--- config.mk ---
export PLATFORM = sky130hd
export DESIGN_NAME = modclk_gen
export DESIGN_NICKNAME = d
export VERILOG_FILES = /design/src/rtl/modclk_pkg.sv /design/src/rtl/modclk_regs.sv /design/src/rtl/modclk_cfg.sv /design/src/rtl/modclk_div.sv /design/src/rtl/modclk_gen.sv
export SDC_FILE = /design/constraint.sdc
export NUM_CORES = 1
export LEC_CHECK = 0
export ABC_AREA = 1
export ABC_CLOCK_PERIOD_IN_PS = 1800
export BUFFER_PORTS_ARGS = -buffer_cell sky130_fd_sc_hd__buf_4
export CORE_MARGIN = 3
export CORE_UTILIZATION = 30
export DETAILED_ROUTE_END_ITERATION = 12
export GPL_TIMING_DRIVEN = 1
export PLACE_DENSITY = 0.59
export SLEW_MARGIN = 20
export SYNTH_ARGS = -nofsm -noshare
export SYNTH_HDL_FRONTEND = slang
export SYNTH_SLANG_ARGS = --single-unit
--- constraint.sdc ---
create_clock -name clk -period 1.8 [get_ports clk]
set_clock_uncertainty 0.05 [all_clocks]
set_input_delay 0.36 -clock clk [delete_from_list [all_inputs] [get_ports clk]]
set_output_delay 0.36 -clock clk [all_outputs]
set_load 0.01 [all_outputs]
--- src/rtl/modclk_pkg.sv ---
package modclk_pkg;

  localparam int CTRL_W   = 32;
  localparam int LDIV_LSB = 0;
  localparam int LDIV_W   = 4;
  localparam int PDIV_LSB = 16;
  localparam int PDIV_W   = 2;
  localparam int SRC_LSB  = 24;
  localparam int SRC_MAXW = 4;
  localparam int GATE_BIT = 31;
  localparam int PCNT_W   = (1 << PDIV_W) - 1;

  typedef struct packed {
    logic [SRC_MAXW-1:0] src;
    logic [PDIV_W-1:0]   pdiv;
    logic [LDIV_W-1:0]   ldiv;
  } mcfg_t;

  function automatic logic [CTRL_W-1:0] ctrl_mask(input int sel_w);
    logic [CTRL_W-1:0] mk;
    mk = '0;
    mk[GATE_BIT] = 1'b1;
    for (int i = 0; i < sel_w; i++) mk[SRC_LSB+i] = 1'b1;
    for (int i = 0; i < PDIV_W; i++) mk[PDIV_LSB+i] = 1'b1;
    for (int i = 0; i < LDIV_W; i++) mk[LDIV_LSB+i] = 1'b1;
    return mk;
  endfunction

  function automatic mcfg_t unpack_cfg(input logic [CTRL_W-1:0] w);
    mcfg_t c;
    c.src  = w[SRC_LSB  +: SRC_MAXW];
    c.pdiv = w[PDIV_LSB +: PDIV_W];
    c.ldiv = w[LDIV_LSB +: LDIV_W];
    return c;
  endfunction

  function automatic logic [PCNT_W-1:0] pre_last(input logic [PDIV_W-1:0] p);
    logic [PCNT_W-1:0] v;
    v = '0;
    for (int i = 0; i < PCNT_W; i++) v[i] = (i < int'(p));
    return v;
  endfunction

  function automatic int half_ticks(input logic [PDIV_W-1:0] p, input logic [LDIV_W-1:0] m);
    return (int'(m) + 1) << int'(p);
  endfunction

endpackage

--- src/rtl/modclk_regs.sv ---
module modclk_regs
  import modclk_pkg::*;
#(
  parameter int SEL_W = 2
) (
  input  logic              clk,
  input  logic              rst_n,
  input  logic              wr_en,
  input  logic [CTRL_W-1:0] wr_data,
  output logic [CTRL_W-1:0] ctrl_q
);
  localparam logic [CTRL_W-1:0] MASK = ctrl_mask(SEL_W);

  always_ff @(posedge clk or negedge rst_n) begin
    if (!rst_n)     ctrl_q <= '0;
    else if (wr_en) ctrl_q <= wr_data & MASK;
  end
endmodule

--- src/rtl/modclk_cfg.sv ---
module modclk_cfg
  import modclk_pkg::*;
#(
  parameter int SEL_W = 2,
  localparam int NSRC = 1 << SEL_W
) (
  input  logic              clk,
  input  logic              rst_n,
  input  logic [CTRL_W-1:0] ctrl_q,
  input  logic              at_bound,
  input  logic              take,
  input  logic [NSRC-1:0]   src_tick,
  output mcfg_t             cfg_eff,
  output mcfg_t             cfg_act,
  output logic              tick_sel
);
  mcfg_t cfg_new;
  logic [SEL_W-1:0] src_idx;

  assign cfg_new = unpack_cfg(ctrl_q);
  assign cfg_eff = at_bound ? cfg_new : cfg_act;
  assign src_idx = cfg_eff.src[SEL_W-1:0];

  generate
    if (SEL_W < SRC_MAXW) begin : g_pad
      logic unused_hi;
      assign unused_hi = ^cfg_eff.src[SRC_MAXW-1:SEL_W];
    end
  endgenerate

  assign tick_sel = src_tick[src_idx];

  always_ff @(posedge clk or negedge rst_n) begin
    if (!rst_n)    cfg_act <= '0;
    else if (take) cfg_act <= cfg_new;
  end
endmodule

--- src/rtl/modclk_div.sv ---
module modclk_div
  import modclk_pkg::*;
(
  input  logic  clk,
  input  logic  rst_n,
  input  mcfg_t cfg_eff,
  input  logic  tick_sel,
  input  logic  run_en,
  output logic  mclk_out,
  output logic  mclk_rise,
  output logic  at_bound,
  output logic  take,
  output logic  period_end
);
  logic [PCNT_W-1:0] pcnt;
  logic [LDIV_W-1:0] mcnt;
  logic count_ok, pre_hit, hit, stop_now;

  assign count_ok   = tick_sel & (run_en | mclk_out);
  assign pre_hit    = count_ok & (pcnt == pre_last(cfg_eff.pdiv));
  assign hit        = pre_hit & (mcnt == cfg_eff.ldiv);
  assign take       = count_ok & at_bound;
  assign period_end = hit & mclk_out;
  assign stop_now   = !run_en && !mclk_out;

  always_ff @(posedge clk or negedge rst_n) begin
    if (!rst_n) begin
      pcnt      <= '0;
      mcnt      <= '0;
      mclk_out  <= 1'b0;
      mclk_rise <= 1'b0;
      at_bound  <= 1'b1;
    end else begin
      mclk_rise <= 1'b0;
      if (stop_now) begin
        pcnt     <= '0;
        mcnt     <= '0;
        at_bound <= 1'b1;
      end else if (count_ok) begin
        pcnt     <= pre_hit ? '0 : pcnt + 1'b1;
        if (pre_hit) mcnt <= hit ? '0 : mcnt + 1'b1;
        at_bound <= period_end;
        if (hit) begin
          mclk_out  <= ~mclk_out;
          mclk_rise <= ~mclk_out;
        end
      end
    end
  end
endmodule

--- src/rtl/modclk_gen.sv ---
module modclk_gen
  import modclk_pkg::*;
#(
  parameter int SEL_W     = 2,
  parameter bit ALWAYS_ON = 1'b0,
  localparam int NSRC     = 1 << SEL_W
) (
  input  logic              clk,
  input  logic              rst_n,
  input  logic [NSRC-1:0]   src_tick,
  input  logic              wr_en,
  input  logic [CTRL_W-1:0] wr_data,
  output logic [CTRL_W-1:0] rd_data,
  output logic              mclk_out,
  output logic              mclk_rise
);
  logic [CTRL_W-1:0] ctrl_q;
  mcfg_t cfg_eff, cfg_act;
  logic tick_sel, at_bound, take, period_end, run_en;

  modclk_regs #(.SEL_W(SEL_W)) u_regs (
    .clk(clk), .rst_n(rst_n), .wr_en(wr_en), .wr_data(wr_data), .ctrl_q(ctrl_q)
  );

  generate
    if (ALWAYS_ON) begin : g_free
      assign run_en = 1'b1;
    end else begin : g_gated
      assign run_en = ctrl_q[GATE_BIT];
    end
  endgenerate

  modclk_cfg #(.SEL_W(SEL_W)) u_cfg (
    .clk(clk), .rst_n(rst_n), .ctrl_q(ctrl_q), .at_bound(at_bound), .take(take),
    .src_tick(src_tick), .cfg_eff(cfg_eff), .cfg_act(cfg_act), .tick_sel(tick_sel)
  );

  modclk_div u_div (
    .clk(clk), .rst_n(rst_n), .cfg_eff(cfg_eff), .tick_sel(tick_sel), .run_en(run_en),
    .mclk_out(mclk_out), .mclk_rise(mclk_rise), .at_bound(at_bound), .take(take),
    .period_end(period_end)
  );

  assign rd_data = ctrl_q;
endmodule

**After elaboration in Yosys (flattened, before gate mapping)**

Index checks and enable logic that the tools add are counted.

- Bits in registers: 27
- Input port bits: 39
- Output and inout port bits: 34

- Add/sub/neg operators: 2
- $lt $le $gt $ge: 4
- Equality and inequality tests: 2
- Multiplexer cells: 15
- Bitwise operators: 8
- Reduce and logical (&&, ||, !) cells: 7

Operator list:

| operator | count |
|---|---|
| two-way mux 4 bit | 4 |
| two-way mux 3 bit | 3 |
| two-way mux 8 bit | 1 |
| two-way mux 1 bit | 6 |
| AND 1 bit | 5 |
| adder 4 x 1 -> 4 bit, second input constant | 1 |
| == test 4 bit | 1 |
| < comparator 1 x 2 -> 1 bit, first input constant | 2 |
| nonzero test 2 bit | 2 |
| adder 3 x 1 -> 3 bit, second input constant | 1 |
| == test 3 bit | 1 |
| < comparator 2 x 3 -> 1 bit, second input constant | 1 |
| AND reduction 3 bit | 1 |
| binary-select mux 1 bit (select 2 bit) | 1 |
| logical NOT 1 bit | 2 |
| < comparator 2 bit, first input constant | 1 |
| inverter 1 bit | 2 |
| AND reduction 2 bit | 1 |
| logical AND 1 bit | 1 |
| OR 1 bit | 1 |

**Longest topological paths before layout**

Gate-level depths: netlist (run 1).

- Depth after elaboration: 10
- Gate-level depth with buffers: 13
- Mapped depth without buffers: 11

**Cells and area by module**

A second synthesis (run 1) with hierarchy kept.

- Cell total of the unflattened synthesis: 235
- Area total of the unflattened synthesis: 1,821.7 µm²

By module, submodules not included:

| module | instances | cells each | area each (µm²) |
|---|---|---|---|
| modclk_div | 1 | 91 | 724.4 |
| modclk_cfg | 1 | 82 | 579.3 |
| modclk_regs | 1 | 62 | 518.0 |

**Worst setup path after synthesis (run 1)**

No wires, ideal clock.

- Path kind: register -> register
- From: reg u_div.at_bound
- To: reg u_div.mclk_out
- Setup time: 118 ps
- Arrival time: 1,446 ps
- Required time: 1,632 ps
- Path slack: 186 ps
- Cell stages (with the launch flop): 12
- Clock period less this slack: 1,614 ps
- Cells stage by stage: dfstp_2 -> buf_6 -> buf_12 -> nand2_2 -> nand2_2 -> nand2_1 -> a21oi_2 -> nand3_2 -> nor2_4 -> nand2_2 -> nand2_1 -> nand2_1

- Cells in the longest elaborated chain, start to end: 7
- Elaborated cells on any way between the ends: 12

RTL lines:

| element | line | text |
|---|---|---|
| start: declaration | modclk_div.sv:11 | `output logic at_bound,` |
| start signal: assignment | modclk_div.sv:42 | `at_bound <= period_end;` |
| two-way mux 8 bit * | modclk_cfg.sv:21 | `assign cfg_eff = at_bound ? cfg_new : cfg_act;` |
| binary-select mux 1 bit (select 2 bit) | modclk_cfg.sv:31 | `assign tick_sel = src_tick[src_idx];` |
| two-way mux 1 bit (not written as such) | modclk_cfg.sv:31 |  |
| AND 1 bit | modclk_div.sv:19 | `assign count_ok = tick_sel & (run_en \| mclk_out);` |
| AND 1 bit | modclk_div.sv:20 | `assign pre_hit = count_ok & (pcnt == pre_last(cfg_eff.pdiv));` |
| AND 1 bit | modclk_div.sv:21 | `assign hit = pre_hit & (mcnt == cfg_eff.ldiv);` |
| AND reduction 3 bit (no line) * | -- |  |
| end signal: assignment | modclk_div.sv:44 | `mclk_out <= ~mclk_out;` |
| end: declaration | modclk_div.sv:9 | `output logic mclk_out,` |

Mark *: on every way between the ends. The rest lies on a longest branch, timed or not. The select of a mux whose other input is x is not followed.
A chain may end at the register's enable or synchronous reset.

**Final worst setup path (run 1)**

Ends and elaborated chain as after synthesis.

==> results of run 1 <==
==> per-stage QoR <==
| stage | setup WS [ps] | instances |
|---|---|---|
| after floorplan | 186 | 235 |
| after global placement | -10.0 | 306 |
| after detailed placement | -19.1 | 306 |
| after CTS | 20.8 | 315 |
| after global routing | -50.2 | 317 |
| final | 68.2 | 317 |
==> timing repair <==
item	4_1_cts	5_1_grt
setup buffers	4	1
pin swaps	0	8
endpoints found under the setup margin	9	16
gates resized for setup	1	14
endpoints found under the hold margin	26	0
hold buffers	1	0
gates cloned	0	1
==> synth_stat cells, drive strengths merged <==
cell	number	share of area, %
ha	2	1.5
nor2	5	1.5
clkinv	1	0.22
inv	27	6.2
nand3	14	4.6
dfrtp	26	38
o21ai	23	8.9
conb	1	0.22
a21oi	2	0.80
dfstp	1	1.5
xnor2	1	0.51
mux2	1	0.65
o211ai	1	0.44
nand2	70	18
clkbuf	2	0.44
buf	27	13
nand4	5	1.8
xor2	4	2.0
==> cells by family after synthesis <==
family,count (synthesis)
and+or+nand+nor,94
buffers and inverters,57
DFF,27
AOI/OAI and AO/OA,26
xor gates and xnor gates,5
adders and majority gates,2
other,1
muxes,1
==> worst reg2reg max path: stages (launching register included) <==
cell,delay (ps)
sky130_fd_sc_hd__dfstp_2,550
sky130_fd_sc_hd__buf_6,130
sky130_fd_sc_hd__buf_6,100
sky130_fd_sc_hd__nand2_2,40
sky130_fd_sc_hd__nand2_2,60
sky130_fd_sc_hd__nand2_2,50
sky130_fd_sc_hd__a21oi_2,130
sky130_fd_sc_hd__nand3_2,130
sky130_fd_sc_hd__nor2_4,200
sky130_fd_sc_hd__nand2_2,90
sky130_fd_sc_hd__nand2_1,60
sky130_fd_sc_hd__nand2_1,40
==> state kept, by name, indices dropped and copies added (netlist names) <==
name,cells
u_regs.ctrl_q,9
u_cfg.cfg_act,8
u_div.mcnt,4
u_div.pcnt,3
u_div.at_bound,1
u_div.mclk_out,1
u_div.mclk_rise,1
==> final cells by class <==
class,instances,area [um^2],area share [%]
clock buffer,3,41.3,2.03
sequential,27,677,33.3
inverter,28,113,5.55
tap,70,87.6,4.31
clock inverter,1,5.00,0.246
multi-input combinational,152,823,40.5
timing repair buffer,36,284,14.0
==> metal layers <==
metal  vias up  global-route usage (%)  wire length (um)
met5         -                       0                 0
met4         0                    3.49                41
met3         5                    1.64               160
met2        33                    18.1              1640
met1       628                    13.3              1520
li1        686                       -                 -
==> worst max path at each step <==
stage	start	end	slack, ps	cells past startpoint
detailed placement	u_div.at_bound	u_div.mclk_out	-20	10
floorplan	u_div.at_bound	u_div.mclk_out	190	11
global placement	u_div.at_bound	u_div.mclk_out	-10	10
global route	u_div.at_bound	u_div.mclk_out	-50	11
finish	u_div.at_bound	u_div.mclk_out	70	11
CTS	u_div.at_bound	u_div.mclk_out	20	10
==> power by group <==
part           internal, uW  total, uW  switching (uW)  leakage (uW)
combinational           588       1490             904      0.000723
clock                   155        348             193     0.0000255
sequential              767        881             114      0.000344
==> results.txt, run 1 <==
The number of antenna violations at the first check in global routing was 0; the simple-gate share of the synthesized area was 26.0%. The number of top-level design ports is 73. In this run the most critical hold path is launched from wr_data[1]. For hold timing, the worst endpoint is u_regs.ctrl_q[1]. The final instance area is 2030 um^2, and the highest cell delay on the worst timing path is 550 ps. The synthesis-stage register bit count was 27; the number of diodes was 0. The overall die width came out at 81.8 um. The floorplan step set the die height to 81.8 um.

Aggregate routed wire length: 3.37 mm. The logs give 46 for the initial DRC count and 0 for the number of max-cap violations. The tools report the flop-to-flop setup slack as 70 ps.

The floorplan step defined a die boundary enclosing 6690 um^2. The first global-routing pass estimated 5.45 mm of wire. The placement row count was 26; the total via count in the routed design was 1352. The multiplexer share of the synthesized area was 0.654%.

The total overflow left after global routing is 0. The mean instance size in the synthesized netlist came out at 8.09 um^2. Setup repair after global routing could not meet its margin everywhere.

TritonCTS built the clock tree. The final core area utilization was 38.1%. The final period utilization was 96.2%. The worst setup path is launched from a flip-flop. The later pin in the worst-skew pair is clocked with a latency of 280 ps. The maximum fanout encountered on the critical timing path was 5; the largest net degree at the start of global routing was 28.

Yosys mapped the design onto 29 distinct sky130hd cell types. Compared with the post-synthesis result, the final layout area differs by 17.9%. The cell depth of the worst min-delay path was 3. The register clock-pin slew on the reported worst setup and hold paths was 100 ps.

The synthesized area is 1720 um^2. The via count of the first global-routing pass was 1213. STA classifies the critical path endpoint as a flip-flop.

The buffer and inverter count on the worst path was 2. Most numerous cell on the critical path: sky130_fd_sc_hd__nand2_2. The count of mapped cells out of synthesis is 213. The area share of fa/ha/maj cells after synthesis is 1.45%, and the synthesized-area fraction occupied by xor and xnor cells is 2.54%. The logs give 0 for the number of setup violations in the final report and 3 for the number of buffers inserted during clock tree synthesis.

The total placed instance area is 1890 um^2. At the worst endpoint, the arrival time is 1860 ps. Startpoint-to-endpoint class of the critical path: reg2reg. The worst register-to-register path has a depth of 11.

The count of warnings emitted by yosys is 0, and the power per cell area is 1340 nW/um^2. The quantity of I/O buffers inserted on ports was 26. Leaving out fill and tap cells, the most frequent cell in the layout is sky130_fd_sc_hd__nand2_1.

The count of H-tree levels built during CTS came out at 1. After detailed routing, the number of remaining DRC violations is 0. The master cell of the clock root buffer was sky130_fd_sc_hd__clkbuf_8. In the layout the commonest cells are sky130_fd_sc_hd__nand2_1 (51), sky130_fd_sc_hd__buf_4 (32), sky130_fd_sc_hd__dfrtp_1 (26). The number of clock sinks seen by CTS came out at 27. Summing the areas of all compound-gate instances in the mapped netlist gives 10.1% of the synthesized area. The run gives 0 as the hold violation total from the final report. The logs give 0.751 for the final RePlAce weighted congestion and 0.00109 uW for the leakage power figure. After floorplanning, the core was sized to cover 5340 um^2.

Of the cells placed in the final design, the portion with a size suffix greater than 1 is 32.0%. The run gives 581 as the number of filler instances in the final layout. Adding up every negative setup slack in the final design gives 0 ps.

The remaining antenna violation count came out at 0. The total design power is 2720 uW. Derived from the worst setup path, the maximum achievable clock frequency is 0.577 GHz.

The startpoint identified for the worst register-to-register timing path is u_div.at_bound. The worst-case clock buffer depth was 2. Detailed placement finished with a half-perimeter wire length of 2.38 mm. Slowest library cell on the worst path: sky130_fd_sc_hd__dfstp_2. The detailed-router iteration count before antenna repair was 4; the final routed wire length divided by cell count was 10.6 um.

Traced cell by cell, the critical path runs through buf_6 > buf_6 > nand2_2 > nand2_2 > nand2_2 > a21oi_2 > nand3_2 > nor2_4 > nand2_2 > nand2_1 > nand2_1. Post-synthesis sequential area ratio: 39.3%. In this run the worst hold path is classified as in2reg. In this run the critical register-to-register path is captured at u_div.mclk_out. Once the floorplan was initialized, standard cells occupied 32.3% of the core. For the max-slew violation count, the log shows 0. The combinational family with the most area after synthesis was simple AND/OR/NAND/NOR gates. For this run, the total global-route usage over all layers was measured as 10.5%. The category of cells accounting for the largest share of critical-path delay was simple AND/OR/NAND/NOR gates. For the worst setup path, the data required time is 1930 ps. Worst vdd rail ir drop: 0.511 mV. The run finished with clean final reports. After detailed routing, the number of vias per cell comes to 4.26.

Hold timing on the final database bottoms out at a slack of 229 ps. The final critical delay including setup and external delays was 1730 ps; the layout net count was 289.
No activity file was read; power rests on OpenSTA's default activity.
==> inputs of run 2 (changes only) <==
- ABC_AREA: 1 -> not set
- PLACE_DENSITY: 0.59 -> 0.61
==> run 2 against run 1 <==
The flow now finishes with violations (setup timing). Cell count decreased by 21%. Non-clock buffer count increased by 15. Sequential power increased by 8.2%. Cell area increased by 5.0%. Critical path depth decreased by 4. Clock power decreased by 2%. Synthesized cell count decreased by 38%. Global-route usage decreased by 0.55 points. Hold slack improved by 34 ps. Via count decreased by 19%. Routed wire length decreased by 9.0%. Largest power group unchanged.
==> results.txt, run 2 <==
The run finished, with violations left. The checks that failed: setup timing. The mean instance size in the synthesized netlist works out to 11.7 um^2. Before CTS, the worst setup slack after placement is -428 ps. The tools report the destination of the worst register-to-register timing path as u_div.mclk_out.

In this run the biggest area consumer among cell types represents 42.1% of the synthesized area. For the worst setup path, the data arrival time is 2330 ps. The number of cells on the worst reg-to-reg path came out at 7. The worst-case clock buffer depth is 2, and the number of filler instances in the final layout is 476. The share of the Yosys chip area taken by registers is 43.8%. The number of top-level design ports is 73. For this design the ratio of total power to cell area is 1370 nW/um^2. The share of total power dissipated in sequential elements is 32.7%. The tools report the startpoint of the most critical register-to-register path as u_div.at_bound. For this run, the number of Yosys warnings is 0.

The detailed router placed 1099 vias in this run. After routing, the total negative slack on setup checks comes to -6410 ps. The first global-routing pass estimated 4.91 mm of wire. The run gives 2.23 mm as the detailed placer's ending HPWL. The tools report the overall die area as 6040 um^2. In the routed layout, each cell is associated on average with a via count of 4.40. The cell sitting at the root of the clock tree is a sky130_fd_sc_hd__clkbuf_8. In this run the core area contains 25 standard-cell rows. STA classifies the critical path startpoint as a flip-flop.

Across all register-to-register paths, the minimum setup slack is -420 ps. Class of the worst hold path: in2reg. Of the cells placed in the final design, the portion with a size suffix greater than 1 is 53.0%. The largest single stage delay on the critical path is 610 ps.

The clock latency on the worst-skew pair is 270 ps. The startpoint identified for the worst hold timing path is wr_data[16]. For this block, the routed nets add up to 3.07 mm of wire.

The run gives -423 ps as the post-layout worst setup margin. The signal on the critical path passes through buf_12 > buf_6 > mux2i_2 > xor2_1 > nand4_1 > nor2_2 > mux2_4. The final period utilization came out at 124%.

The top achievable clock speed came out at 0.450 GHz. The placed instances occupy a cell area of 1900 um^2. The tools report the nature of the critical path endpoint as a flip-flop. The logs give 0 for the remaining antenna violation count and 0 for the overall overflow remaining after global route. After synthesis, the cell types taking the most area are sky130_fd_sc_hd__dfrtp_1 (42%), sky130_fd_sc_hd__mux2_2 (15%), sky130_fd_sc_hd__buf_4 (12%), sky130_fd_sc_hd__mux2i_1 (5.8%), sky130_fd_sc_hd__xor2_1 (2.3%). Leaving out fill and tap cells, the most frequent cell in the layout is sky130_fd_sc_hd__buf_4.

The worst hold path was traced through 2 stages. The number of clock buffers added by TritonCTS is 3. The synthesized netlist contains 34 unique library cells.

The fraction of registers with async set or reset after synthesis is 100%, and the number of clock sinks seen by CTS is 27. The startpoint-to-endpoint class of the critical path is reg2reg. Counting flops with a built-in enable in the synthesized netlist gives 0. The dominant cell by count in the synthesized netlist was sky130_fd_sc_hd__dfrtp_1.

The internal portion of the total power is 1920 uW. Relative to the synthesized area, the layout overhead comes to 38.1%. The tools report the number of antenna violations at the first check in global routing as 0. TritonCTS built the clock tree. The number of diodes was 0; the switching part of the total power was 34.2%. Counting every instance in the synthesized netlist gives 132.

Data on the critical path is required at its endpoint by 1910 ps. The total track usage came out at 9.96%. The commonest cells after synthesis are sky130_fd_sc_hd__dfrtp_1 (26), sky130_fd_sc_hd__buf_4 (24), sky130_fd_sc_hd__mux2_2 (20). After the first detailed-routing iteration, the DRC count stood at 18.

The largest net degree at the start of global routing was 28; the y dimension of the die was 77.7 um. The maximum fanout encountered on the critical timing path works out to 5. The clock network fraction of design power came out at 11.8%. The tools report the detailed-router iteration count before antenna repair as 4. The path with the worst hold slack has its endpoint at u_regs.ctrl_q[16]. Across the whole layout, storage elements account for 677 um^2.

The register ranked first by flip-flop count is u_regs.ctrl_q. The share of total power dissipated in combinational logic is 55.5%. The synthesis-stage register bit count came out at 27. The hold violation total from the final report was 0. For the final RePlAce weighted congestion, the log shows 0.741.

The library cells used most frequently in the layout, excluding fill and tap cells, are sky130_fd_sc_hd__buf_4 (43), sky130_fd_sc_hd__dfrtp_1 (26), sky130_fd_sc_hd__conb_1 (23). The multi-input combinational cells in the finished layout cover a total of 893 um^2. The logs give 0.000989 uW for the leakage power figure and 225 for the layout net count.

The core footprint came out at 4850 um^2. The logs give 0.757 mV for the worst vdd rail ir drop and 996 uW for the total net switching power. Largest area contributor in the synthesized netlist: sky130_fd_sc_hd__dfrtp_1. Final core area utilization: 44.0%. Across the run, the number of max-cap violations was 0.

The run gives 18 as the number of setup violations in the final report. Counting I/O delays and the setup requirement, the final critical path takes 2220 ps. The via count of the first global-routing pass was 1092; the initial cell density of the core was 31.8%.

The max-slew violation count is 0, and the final instance area is 2130 um^2. Overall die width: 77.7 um. The largest registers in the layout are u_regs.ctrl_q (9), u_cfg.cfg_act (8), u_div.mcnt (4). The largest individual stage delay along the critical path comes from the cell sky130_fd_sc_hd__dfstp_2.

Setup repair after global routing could not meet its margin everywhere. The most used flip-flop cell after synthesis is sky130_fd_sc_hd__dfrtp_1. The count of H-tree levels built during CTS was 1; the residual DRC count was 0. The register with the most flip-flops in the layout has 9 of them. Clock-pin slew was measured on the worst setup and hold paths at 90 ps. Quantity of I/O buffers inserted on ports: 26. Dividing the detail-routed wire length by the instance count gives 12.3 um.

Summing every instance area after synthesis gives 1540 um^2.
-- run 2: cell count changes in the layout (fill, tap and decap cells not counted), moves of 10 or more --
cell	change
sky130_fd_sc_hd__mux2_4	+10
sky130_fd_sc_hd__nand2_1	-50
sky130_fd_sc_hd__nand2_2	-15
sky130_fd_sc_hd__buf_4	+11
sky130_fd_sc_hd__nand3_1	-10
sky130_fd_sc_hd__inv_1	-23
-- run 2: cell type report --
cell class	count	share of cell area [%]
tap	67	3.93
sequential	27	31.7
clock inverter	1	0.352
timing repair buffer	51	20.1
multi-input combinational	101	41.9
clock buffer	3	1.94
-- run 2: metal layers --
layer / wire, um / global-route usage (%)
met1: 1230 / 11.7
met2: 1710 / 18.6
met3: 113 / 1.51
met4: 19 / 2.67
met5: 0 / 0
-- run 2: power groups by stage --
| stage | sequential, uW | clock, uW | combinational (uW) |
|---|---|---|---|
| after global routing | 979 | 393 | 1730 |
| after detailed placement | 940 | 0 | 1230 |
| after global placement | 938 | 0 | 1220 |
| final | 953 | 342 | 1620 |
| after floorplan | 920 | 0 | 822 |
| after CTS | 941 | 364 | 1440 |
-- run 2: metrics by stage --
step,std cells,power [uW],hold slack (ps)
final,250,2910,263
after floorplan,154,1740,14.4
after global routing,250,3100,243
after CTS,249,2750,252
after global placement,241,2160,245
after detailed placement,241,2170,244
-- run 2: timing repair --
item | CTS | global route
pin swaps | 6 | 8
setup endpoints to repair | 18 | 18
buffers inserted | 3 | 5
endpoints found under the hold margin | 26 | 0
hold buffers | 1 | 0
resized for setup | 18 | 15
gates cloned | 0 | 0
-- run 2: kinds of logic (layout without fill, tap and decap cells) --
family	after synthesis	after routing	synth area share, %
fa+ha+maj	2	2	1.62
compound gates	16	16	8.10
mux	30	30	21.3
xor+xnor	5	5	2.84
simple gates	25	25	9.40
other cells	1	23	0.243
buf+inv	26	55	12.6
flops	27	27	43.8
-- run 2: worst max-delay path by stage --
| stage | from | endpoint | cells after the start |
|---|---|---|---|
| floorplan | u_div.at_bound | u_div.mclk_out | 7 |
| global placement | u_div.at_bound | u_div.mcnt[2] | 6 |
| detailed placement | u_div.at_bound | u_cfg.cfg_act[4] | 7 |
| CTS | u_div.at_bound | u_div.mclk_out | 7 |
| global route | u_div.at_bound | u_div.mcnt[3] | 7 |
| finish | u_div.at_bound | u_div.mclk_out | 7 |
-- run 2: critical path, delay by kind of cell, from the launching register on --
kind                      cells  cell delay, ps
xor gates and xnor gates      1             170
buffers and inverters         2             260
DFF                           1             610
muxes                         2             530
and+or+nand+nor               2             490
==> inputs of run 3 (changes only) <==
- BUFFER_PORTS_ARGS: -buffer_cell sky130_fd_sc_hd__buf_4 -> -buffer_cell sky130_fd_sc_hd__buf_2
- GPL_ROUTABILITY_DRIVEN: not set -> 1
==> run 3 against run 2 <==
The flow still finishes with violations (setup timing). Hold slack got worse by 220 ps. Fmax up 2.1%. Register-to-register slack improved by 50 ps. Critical path depth unchanged. Sequential cell count unchanged. Clock power down 2%. Clock-buffer cell count is 1 higher. Worst setup slack better by 46 ps. Routed wire length fell by 6.2%. Largest cell class unchanged. Highest routed layer unchanged.
==> results.txt, run 3 (same netlist as run 2, synthesis figures left out) <==
The endpoint arrival time on the critical path was 2280 ps; the cell-internal power was 1710 uW. The checks that failed: setup timing. The logs give 31.8% for the initial cell density of the core and 1044 for the via count of the first global-routing pass. The net count of the finished layout is 223. The largest registers in the layout are u_regs.ctrl_q (9), u_cfg.cfg_act (8), u_div.mcnt (4). Broken down by cell family, the worst path's largest delay share belongs to multiplexers.

The placement row count was 25; the post-layout worst setup margin was -378 ps. Global routing used 9.69% of the available tracks across all layers. Counting along the longest clock path gives a buffer depth of 2. The congestion estimate from routability-driven global placement came to 0.784. The tightest min-delay check is of the in2async type. Of all nets on the critical path, the largest fanout is 6. After floorplanning, the core was sized to cover 4850 um^2. The quantity of I/O buffers inserted on ports was 26; the max-slew violation count was 0. u_regs.ctrl_q holds more flip-flops than any other register. The buffer and inverter count on the worst path came out at 2. The number of logic stages on the critical path including buffering was 7; the number of antenna violations at the first check in global routing was 0. The total net switching power was 898 uW; the number of clock sinks seen by CTS was 27. The number of setup violations in the final report was 18; the total placed cells including tap cells was 241. After detailed routing, the number of vias per cell comes to 4.34. The later pin in the worst-skew pair is clocked with a latency of 270 ps. The die covers 6040 um^2.

At the placement stage, the worst setup path has a slack of -435 ps. Once layout is done, the placed cells without fillers occupy 1940 um^2. The clock network accounts for 12.8% of the total power. The count of H-tree levels built during CTS was 1; the highest cell delay on the worst timing path was 610 ps.

The fraction of final layout cells with drive strength greater than 1 is 47.5%, and the register clock-pin slew on the reported worst setup and hold paths is 90 ps. The share of total power dissipated in sequential elements is 35.8%. The tools report the number of top-level design ports as 73.

For this design the static power due to leakage is 0.000921 uW. The setup check on the worst reg-to-reg path leaves a slack of -380 ps. Number of cells on the worst reg-to-reg path: 7.

Slowest library cell on the worst path: sky130_fd_sc_hd__dfstp_2. The finished layout holds 248 standard cells, fillers aside. The detailed-router iteration count before antenna repair came out at 2. For the combinational fraction of design power, the log shows 51.4%. After the first detailed-routing iteration, the DRC count stood at 14.

The critical path in this run is classified as reg2reg. Of the total power, the share spent switching nets is 34.4%. The number of clock buffers added by TritonCTS is 3.

Wires add up to 2.88 mm. The startpoint of the most critical register-to-register path is u_div.at_bound. The master cell of the clock root buffer is sky130_fd_sc_hd__clkbuf_8. The tools report the startpoint of the worst setup timing path as u_div.at_bound.

Entering global routing, the biggest net connects 28 pins. The number of diodes was 0. Setup repair after global routing could not meet its margin everywhere. Nature of the critical path endpoint: a flip-flop. The count of nets left with antenna violations once routing finished came out at 0. The flow ran to the end, but the final reports show violations. In this run the critical register-to-register path is captured at u_cfg.cfg_act[3]. The slew at the pin closest to its max-slew limit was 604 ps.

Traced cell by cell, the critical path runs through buf_4 > mux2i_4 > mux2i_2 > nand2b_1 > nand4b_1 > buf_6 > mux2_2. After clock tree synthesis, the flow added hold-fix buffers numbering 0. Layout overhead on the synthesized area: 25.9%.

Global routing finished with a remaining overflow of 0. Residual DRC count: 0. The final period utilization was 121%. The routed layout has 1076 vias. In the layout the commonest cells are sky130_fd_sc_hd__buf_2 (26), sky130_fd_sc_hd__dfrtp_1 (26), sky130_fd_sc_hd__conb_1 (23). The final routed wire length divided by cell count was 11.6 um. Headroom to the max-slew limit came out at 59.7%. The worst setup path is launched from a flip-flop.

After layout, the minimum clock period comes to 2180 ps. The worst-case IR drop observed on VDD is 0.822 mV. The y dimension of the die is 77.7 um. The HPWL after detailed placement is 2.24 mm. Number of max-cap violations: 0. For the total placed instance area, the log shows 1810 um^2. The critical path capture point was u_cfg.cfg_act[3].

The final setup TNS came out at -6020 ps. The power per cell area is 1340 nW/um^2. TritonCTS built the clock tree. The overall die width works out to 77.7 um. For the hold violation total from the final report, the log shows 0. STA puts the critical path data required time at 1910 ps. The register with the most flip-flops in the layout has 9 of them.

For this run, the top clock speed supported by timing is 0.459 GHz. The global-route wire length before repair is 4.75 mm.
run 3: changes by cell type in the layout (fill, tap and decap cells not counted), moves of 2 or more:
cell / change
sky130_fd_sc_hd__buf_2: +26
sky130_fd_sc_hd__buf_4: -23
sky130_fd_sc_hd__mux2_2: +9
sky130_fd_sc_hd__mux2_4: -9
sky130_fd_sc_hd__mux2i_2: -6
sky130_fd_sc_hd__mux2i_1: +5
sky130_fd_sc_hd__buf_12: -2
sky130_fd_sc_hd__buf_6: -2
run 3: power groups by stage:
stage | registers, uW | logic, uW | clock network (uW)
3_5_place_dp | 939 | 1160 | 0
3_3_place_gp | 939 | 1150 | 0
2_1_floorplan | 920 | 822 | 0
6_report | 935 | 1340 | 334
5_1_grt | 959 | 1460 | 374
4_1_cts | 931 | 1270 | 351
run 3: cell type report:
| class | instances | area (um^2) |
|---|---|---|
| clock buffer | 4 | 45.0 |
| multi-input combinational | 101 | 823 |
| sequential | 27 | 677 |
| tap | 67 | 83.8 |
| timing repair buffer | 49 | 314 |
| fill | 469 | 2910 |
run 3: per-stage QoR:
step | power, uW | utilization [%] | hold WS [ps]
after floorplan | 1740 | - | 14.4
after CTS | 2550 | 39.3 | 58.0
after global routing | 2790 | 40.1 | 80.8
final | 2610 | 40.1 | 39.3
after detailed placement | 2100 | 37.4 | 357
after global placement | 2080 | 37.4 | 362
run 3: how the worst min path moves through the flow:
stage          start           endpoint  slack [ps]  cells after the start
6_report       rst_n  u_regs.ctrl_q[24]          40                      1
3_3_place_gp   rst_n   u_regs.ctrl_q[2]         360                      1
5_1_grt        rst_n   u_regs.ctrl_q[2]          80                      1
2_1_floorplan  rst_n   u_cfg.cfg_act[0]          10                      0
4_1_cts        rst_n  u_regs.ctrl_q[24]          60                      1
3_5_place_dp   rst_n   u_cfg.cfg_act[1]         360                      1
run 3: metal layers:
layer / vias up / track usage [%] / wire length (um)
li1: 524 / - / -
met1: 522 / 11.7 / 1230
met2: 26 / 17.3 / 1490
met3: 4 / 2.20 / 125
met4: 0 / 2.31 / 37
met5: - / 0 / 0
run 3: worst reg2reg max path: stages, from the launching register on:
cell and delay, ps:
sky130_fd_sc_hd__dfstp_2 610, sky130_fd_sc_hd__buf_4 150, sky130_fd_sc_hd__mux2i_4 270, sky130_fd_sc_hd__mux2i_2 310, sky130_fd_sc_hd__nand2b_1 80, sky130_fd_sc_hd__nand4b_1 130, sky130_fd_sc_hd__buf_6 150, sky130_fd_sc_hd__mux2_2 330
run 3: timing repair:
item / CTS / global route
gates cloned: 0 / 0
buffers inserted: 3 / 1
gates resized for setup: 6 / 8
pin swaps: 1 / 3
setup endpoints to repair: 18 / 18
hold endpoints to repair: 0 / 0
